$ cat src/rtl/fsd_pkg.sv
package fsd_pkg;
   typedef enum logic [1:0] {
      ST_RUN     = 2'd0,
      ST_HOLD    = 2'd1,
      ST_RECOVER = 2'd2
   } fsd_state_e;
endpackage

$ cat src/rtl/fsd_line_sync.sv
module fsd_line_sync #(
   parameter int STAGES = 0,
   parameter int WIDTH  = 2
) (
   input  logic             clk,
   input  logic             rst_n,
   input  logic [WIDTH-1:0] d_i,
   output logic [WIDTH-1:0] q_o
);
   if (STAGES == 0) begin : g_pass
      assign q_o = d_i;
   end else begin : g_chain
      logic [WIDTH-1:0] stg_q [STAGES];
      for (genvar s = 0; s < STAGES; s++) begin : g_stage
         always_ff @(posedge clk or negedge rst_n) begin
            if (!rst_n) stg_q[s] <= '0;
            else if (s == 0) stg_q[s] <= d_i;
            else stg_q[s] <= stg_q[(s > 0) ? s-1 : 0];
         end
      end
      assign q_o = stg_q[STAGES-1];
   end
endmodule

$ cat src/rtl/fsd_fault_qual.sv
module fsd_fault_qual (
   input  logic fault_i,
   input  logic uvlo_i,
   output logic trip_o
);
   // comparator is blind while the supply is locked out
   always_comb trip_o = fault_i & ~uvlo_i;
endmodule

$ cat src/rtl/fsd_seq.sv
module fsd_seq
   import fsd_pkg::*;
(
   input  logic       clk,
   input  logic       rst_n,
   input  logic       trip_i,
   input  logic       line_hi_i,
   input  logic       line_lo_i,
   output fsd_state_e state_o,
   output logic       gate_en_nx_o,
   output logic       pd_en_o,
   output logic       evt_o
);
   fsd_state_e state_q, state_nx;
   logic       pd_q, evt_q;

   always_comb begin
      state_nx = state_q;
      unique case (state_q)
         ST_RUN:     if (trip_i) state_nx = ST_HOLD;
         ST_HOLD:    if (line_lo_i) state_nx = ST_RECOVER;
         ST_RECOVER: begin
            if (trip_i) state_nx = ST_HOLD;
            else if (line_hi_i) state_nx = ST_RUN;
         end
         default:    state_nx = ST_HOLD;
      endcase
   end

   // direct path: gates enabled only when staying in RUN with the line high
   always_comb gate_en_nx_o = (state_nx == ST_RUN) && line_hi_i;

   always_ff @(posedge clk or negedge rst_n) begin
      if (!rst_n) begin
         state_q <= ST_RUN;
         pd_q    <= 1'b0;
         evt_q   <= 1'b0;
      end else begin
         state_q <= state_nx;
         pd_q    <= (state_nx == ST_HOLD);
         evt_q   <= (state_nx == ST_HOLD) && (state_q != ST_HOLD);
      end
   end

   assign state_o = state_q;
   assign pd_en_o = pd_q;
   assign evt_o   = evt_q;
endmodule

$ cat src/rtl/fsd_gate_stage.sv
module fsd_gate_stage #(
   parameter int NUM_GATES = 2
) (
   input  logic                 clk,
   input  logic                 rst_n,
   input  logic                 en_nx_i,
   input  logic [NUM_GATES-1:0] cmd_i,
   output logic [NUM_GATES-1:0] drv_o
);
   for (genvar g = 0; g < NUM_GATES; g++) begin : g_gate
      logic drv_q;
      always_ff @(posedge clk or negedge rst_n) begin
         if (!rst_n) drv_q <= 1'b0;
         else drv_q <= en_nx_i & cmd_i[g];
      end
      assign drv_o[g] = drv_q;
   end
endmodule

$ cat src/rtl/fsd_ctrl.sv
module fsd_ctrl
   import fsd_pkg::*;
#(
   parameter int NUM_GATES = 2,
   parameter int LINE_SYNC = 0
) (
   input  logic                 clk,
   input  logic                 rst_n,
   input  logic                 uvlo_i,
   input  logic                 fault_i,
   input  logic                 line_hi_i,
   input  logic                 line_lo_i,
   input  logic [NUM_GATES-1:0] cmd_i,
   output logic [NUM_GATES-1:0] drv_o,
   output logic                 pd_en_o,
   output logic                 fault_evt_o
);
   localparam int FLAG_W = 2;

   if (NUM_GATES < 1 || NUM_GATES > 64) begin : g_bad_gates
      $error("fsd_ctrl: NUM_GATES must lie in 1..64");
   end
   if (LINE_SYNC < 0 || LINE_SYNC > 4) begin : g_bad_sync
      $error("fsd_ctrl: LINE_SYNC must lie in 0..4");
   end

   logic [FLAG_W-1:0] flags_s;
   logic              line_hi_s, line_lo_s;
   logic              trip;
   logic              gate_en_nx;
   fsd_state_e        state;

   fsd_line_sync #(.STAGES(LINE_SYNC), .WIDTH(FLAG_W)) u_sync (
      .clk   (clk),
      .rst_n (rst_n),
      .d_i   ({line_hi_i, line_lo_i}),
      .q_o   (flags_s)
   );
   assign line_hi_s = flags_s[1];
   assign line_lo_s = flags_s[0];

   fsd_fault_qual u_qual (
      .fault_i (fault_i),
      .uvlo_i  (uvlo_i),
      .trip_o  (trip)
   );

   fsd_seq u_seq (
      .clk          (clk),
      .rst_n        (rst_n),
      .trip_i       (trip),
      .line_hi_i    (line_hi_s),
      .line_lo_i    (line_lo_s),
      .state_o      (state),
      .gate_en_nx_o (gate_en_nx),
      .pd_en_o      (pd_en_o),
      .evt_o        (fault_evt_o)
   );

   fsd_gate_stage #(.NUM_GATES(NUM_GATES)) u_gates (
      .clk     (clk),
      .rst_n   (rst_n),
      .en_nx_i (gate_en_nx),
      .cmd_i   (cmd_i),
      .drv_o   (drv_o)
   );
endmodule

$ cat config.mk
export PLATFORM = sky130hd
export DESIGN_NAME = fsd_ctrl
export DESIGN_NICKNAME = d
export VERILOG_FILES = /design/src/rtl/fsd_pkg.sv /design/src/rtl/fsd_line_sync.sv /design/src/rtl/fsd_fault_qual.sv /design/src/rtl/fsd_seq.sv /design/src/rtl/fsd_gate_stage.sv /design/src/rtl/fsd_ctrl.sv
export SDC_FILE = /design/constraint.sdc
export NUM_CORES = 1
export LEC_CHECK = 0
export BUFFER_PORTS_ARGS = -buffer_cell sky130_fd_sc_hd__buf_2
export CORE_AREA = 2 2 39 41
export CTS_CLUSTER_DIAMETER = 60
export CTS_CLUSTER_SIZE = 25
export DETAILED_ROUTE_END_ITERATION = 7
export DIE_AREA = 0 0 41 43
export PLACE_DENSITY = 0.49
export SLEW_MARGIN = 25
export SYNTH_ARGS = -nofsm -noshare
export SYNTH_HDL_FRONTEND = slang
export SYNTH_HIERARCHICAL = 1
export SYNTH_SLANG_ARGS = --single-unit
$ cat constraint.sdc
create_clock -name clk -period 1.45 [get_ports clk]
set_clock_uncertainty 0.05 [all_clocks]
set_input_delay 0.0725 -clock clk [delete_from_list [all_inputs] [get_ports clk]]
set_output_delay 0.0725 -clock clk [all_outputs]
set_load 0.02 [all_outputs]
[Word level (Yosys, flattened, before mapping)]
Index checks and enable logic that the tools add are counted.
Operators by class
  equality and inequality tests: 4
  multiplexer cells: 5
  bitwise operators: 4
  reductions and logical operators: 4
Operators by type and width (count)
  2-bit two-way mux: 4
  2-bit case mux with 3 select lines: 1
  2-bit by 1-bit equality test with 1-bit output, second input constant: 2
  2-bit logical NOT: 2
  1-bit bitwise AND: 3
  2-bit equality test, second input constant: 1
  1-bit logical AND: 2
  2-bit by 1-bit != test with 1-bit output, second input constant: 1
  1-bit inverter: 1
Storage, ports and cells
  flip-flop bits (word level): 6
  input port bits: 8
  output and inout bits: 4
  word-level logic and storage cells: 22

[Logic depth before layout (Yosys ltp)]
  depth after elaboration: 7
  mapped depth: 3
  mapped depth without buffers: 3

[Modules after synthesis]
Netlist, hierarchy kept.
By module, submodules not included
  fsd_seq: instances 1, cells an instance 11, area an instance 157.7 sq um, sequential area each 100.1 sq um
  fsd_gate_stage: instances 1, cells an instance 6, area an instance 77.6 sq um, sequential area each 50.0 sq um
  fsd_line_sync: instances 1, cells an instance 2, area an instance 15.0 sq um, sequential area each 0.0 sq um
  fsd_fault_qual: instances 1, cells an instance 1, area an instance 13.8 sq um, sequential area each 0.0 sq um

[Worst setup path after synthesis]
Ideal clock, no wire load.
  path type: register -> register
  start: register u_seq.state_q[0] (netlist: u_seq/state_o[0])
  end: register u_seq.state_q[1] (netlist: u_seq/state_o[1])
  setup time: 0.083 ns
  data arrival time: 0.970 ns
  required time: 1.317 ns
  setup slack: 0.348 ns
  cell stages (with the launch flop): 3
  buffers on the path: 0
  period minus slack after synthesis: 1.102 ns
  path through: dfrtp_1 > or4b_1 > o21ai_0
Between the ends
  longest elaborated chain between the ends: 2
  elaborated cells between the ends (all ways): 4
  classes of those cells: eq/ne (2); mux (1); reduce/logical (1)
Ends and longest elaborated chain
  from (decl): line fsd_seq.sv:14  | fsd_state_e state_q, state_nx;
  from (signal assigned): line fsd_seq.sv:39  | state_q <= state_nx;
  2-bit equality test (tied with other cells): line fsd_seq.sv:19  | unique case (state_q)
  2-bit case mux with 3 select lines (*): line fsd_seq.sv:19
  net u_seq.state_nx[1]: line fsd_seq.sv:14
The timed path passes the listed nets; every way through them passes the cells marked *.

[Final worst setup path]
Same ends and word-level chain as after synthesis.

==> results.ini <==
[synthesis]
ys_seq_area_share_pct = 56.9
ys_ff_latch = 6
ys_warn_count = 6
synth_cells = 20
syn_area_per_cell_um2 = 13.2
syn_area_um2 = 264
synth.largest_area_cell = dfrtp_1
ys_types = 10
synth.top_cell.area_share_pct = 56.9
synth_nets = 28
synth_area_leaders = dfrtp_1 57%, buf_4 11%, o22a_2 7.6%

[detailed_routing]
dr.pass1.iters = 1
num_vias = 175
postRouteAntennaNets = 0
route.detailed.drc = 0
routedLengthMet1_um = 199
drt_iter0_markers = 0
dr.max_layer_used = met3
met3RoutedLength_um = 32
wl_met2_um = 216
wire_per_inst_um = 9.16
routed_wl_um = 449
viasPerCell = 3.57

[layout]
num_antenna_cells = 0
drive_gt1_share_pct = 54.5
stdcell_count = 49
area_growth_pct = 37.0
finalNetCount = 43

[sta]
worst_pin_slew_ns = 0.226
finalSetupTns_ns = 0
max_freq_mhz = 850
grt_setup_unrepaired = false
fin_crit_ns = 1.18
slew_violations = 0
max_slew_margin_pct = 84.9
setup_viol = 0
min_period_over_period_pct = 81.1
hold_viol = 0

[setup_path]
crit_chain = or4b_1 -> o21ai_0
r2r_end = u_seq/state_o[1]
path_class = register to register
cp-end-kind = register
cp.required_ns = 1.56
crit_path_max_fanout = 6
start_kind = register
arrival_ns = 1.28
slowest_stage = or4b_1
max_stage_delay_ns = 0.53
reg2regPathDepth = 2
reg2reg_slack_ns = 0.27
rr_startpoint = u_seq/state_o[0]

[cts]
cts.htree.levels = 1
clock_sinks = 6
cts.path.max_buffers = 2
root_buffer = clkbuf_4
cts_tree = done
path_clk_slew_ns = 0.05
cts_setup_buffers = 0
worstSkewPairLatency_ns = 0.24
cts_inserted_buffers = 3

[die]
start_util_pct = 19.1
io_pins = 12
fp.dieW_um = 41
rows = 14
die_area_um2 = 1760
die_h_um = 43
core_area_um2 = 1380

[hold_path]
hold_end = u_seq/state_o[1]
hp-class = input pin to register
min_from = line_hi_i
whs_path_depth = 3

[power_and_ir_drop]
power_leakage_nw = 0.179
pwr-share-seq_pct = 44.7
clkPwrFrac_pct = 25.5
p_comb_share_pct = 29.8
power_density_nw_per_um2 = 1650
sw_frac_of_total_pct = 31.3
vdd_drop_max_v = 0.000498
power_switching_mw = 0.187
p_int_mw = 0.409

[global_routing]
gr-total-overflow = 0
grt_antenna_before_repair = 0
grt_pass1_wl_um = 814
grt_pass1_vias = 210
grt.total_usage_pct = 7.47
grt_max_degree = 7

[place]
place_inst = 43
port_buffers = 11
dp_hpwl_um = 353
place_congestion = 0.683

[flow_run]
drv_cap = 0

[outcome]
run_status = complete, no violations

critical path, delay by kind of cell, from the launching register on:
family	cells	cell delay, ns
AO/OA/AOI/OAI	1	0.09
flip-flops	1	0.43
AND/OR/NAND/NOR	1	0.53
state kept, by name, indices dropped and copies added (netlist names):
register and count:
u_seq/state_o 2, u_gates/g_gate.drv_q 2, u_seq/pd_en_o 1, u_seq/evt_o 1
per-layer routing:
| metal | up-vias | GRT usage [%] |
|---|---|---|
| met5 | - | 0 |
| met4 | 0 | 8.00 |
| met3 | 0 | 3.14 |
| met2 | 9 | 8.75 |
| met1 | 73 | 9.15 |
| li1 | 93 | - |
synthesized netlist by cell type, drive strengths merged:
cell type	count
dfrtp	6
buf	4
and2	2
o22a	2
mux2	1
nand2	1
nor2b	1
nor3b	1
o21ai	1
or4b	1
cell usage in the layout (no fill, tap or decap), drive strengths merged:
cell type    instances
dfrtp                6
o21ai                1
nor2b                1
clkbuf               3
and2                 2
buf                 11
nor3b                1
nand2                1
or4b                 1
dlygate4sd3          3
mux2                 1
o22a                 2
power groups by stage:
stage	clock, mW	combinational, mW	sequential, mW
after detailed placement	0	0.174	0.266
after floorplan	0	0.0954	0.296
after global routing	0.172	0.194	0.274
after global placement	0	0.170	0.262
after CTS	0.159	0.180	0.266
final	0.152	0.177	0.267
through the flow:
stage	hold WS [ns]	worst slack (ns)	util (%)	cell area [um^2]	total power [mW]
final	0.0835	0.274	26.1	362	0.596
after global routing	0.0878	0.221	26.1	362	0.641
after CTS	0.0783	0.270	26.1	362	0.605
after detailed placement	-0.147	0.268	22.3	309	0.441
after global placement	-0.153	0.338	22.3	309	0.432
after floorplan	-0.273	0.348	-	264	0.392
kinds of logic after synthesis:
logic type	synth area share [%]
flip-flops	56.9
AND/OR/NAND/NOR	18.0
buffers and inverters	11.4
AO/OA/AOI/OAI	9.48
multiplexers	4.27
worst max path at each step:
stage | from | to | slack (ns) | depth (start not counted)
after CTS | u_seq/state_o[0] | u_seq/state_o[1] | 0.27 | 2
final | u_seq/state_o[0] | u_seq/state_o[1] | 0.27 | 2
after global routing | u_seq/state_o[0] | u_seq/state_o[1] | 0.22 | 2
after detailed placement | u_seq/state_o[0] | u_seq/state_o[1] | 0.27 | 2
after floorplan | u_seq/state_o[0] | u_seq/state_o[1] | 0.35 | 2
after global placement | u_seq/state_o[0] | u_seq/state_o[1] | 0.34 | 2
final cells by class:
type | instances | area (um^2)
multi-input combinational | 10 | 83.8
sequential | 6 | 150
tap | 16 | 20.0
timing repair buffer | 14 | 85.1
clock buffer | 3 | 22.5
fill | 152 | 1020
repair_timing:
item	4_1_cts	5_1_grt
hold buffers	3	0
gates resized for setup	0	0
endpoints found under the hold margin	8	0
(Power assumes the default switching activity.)
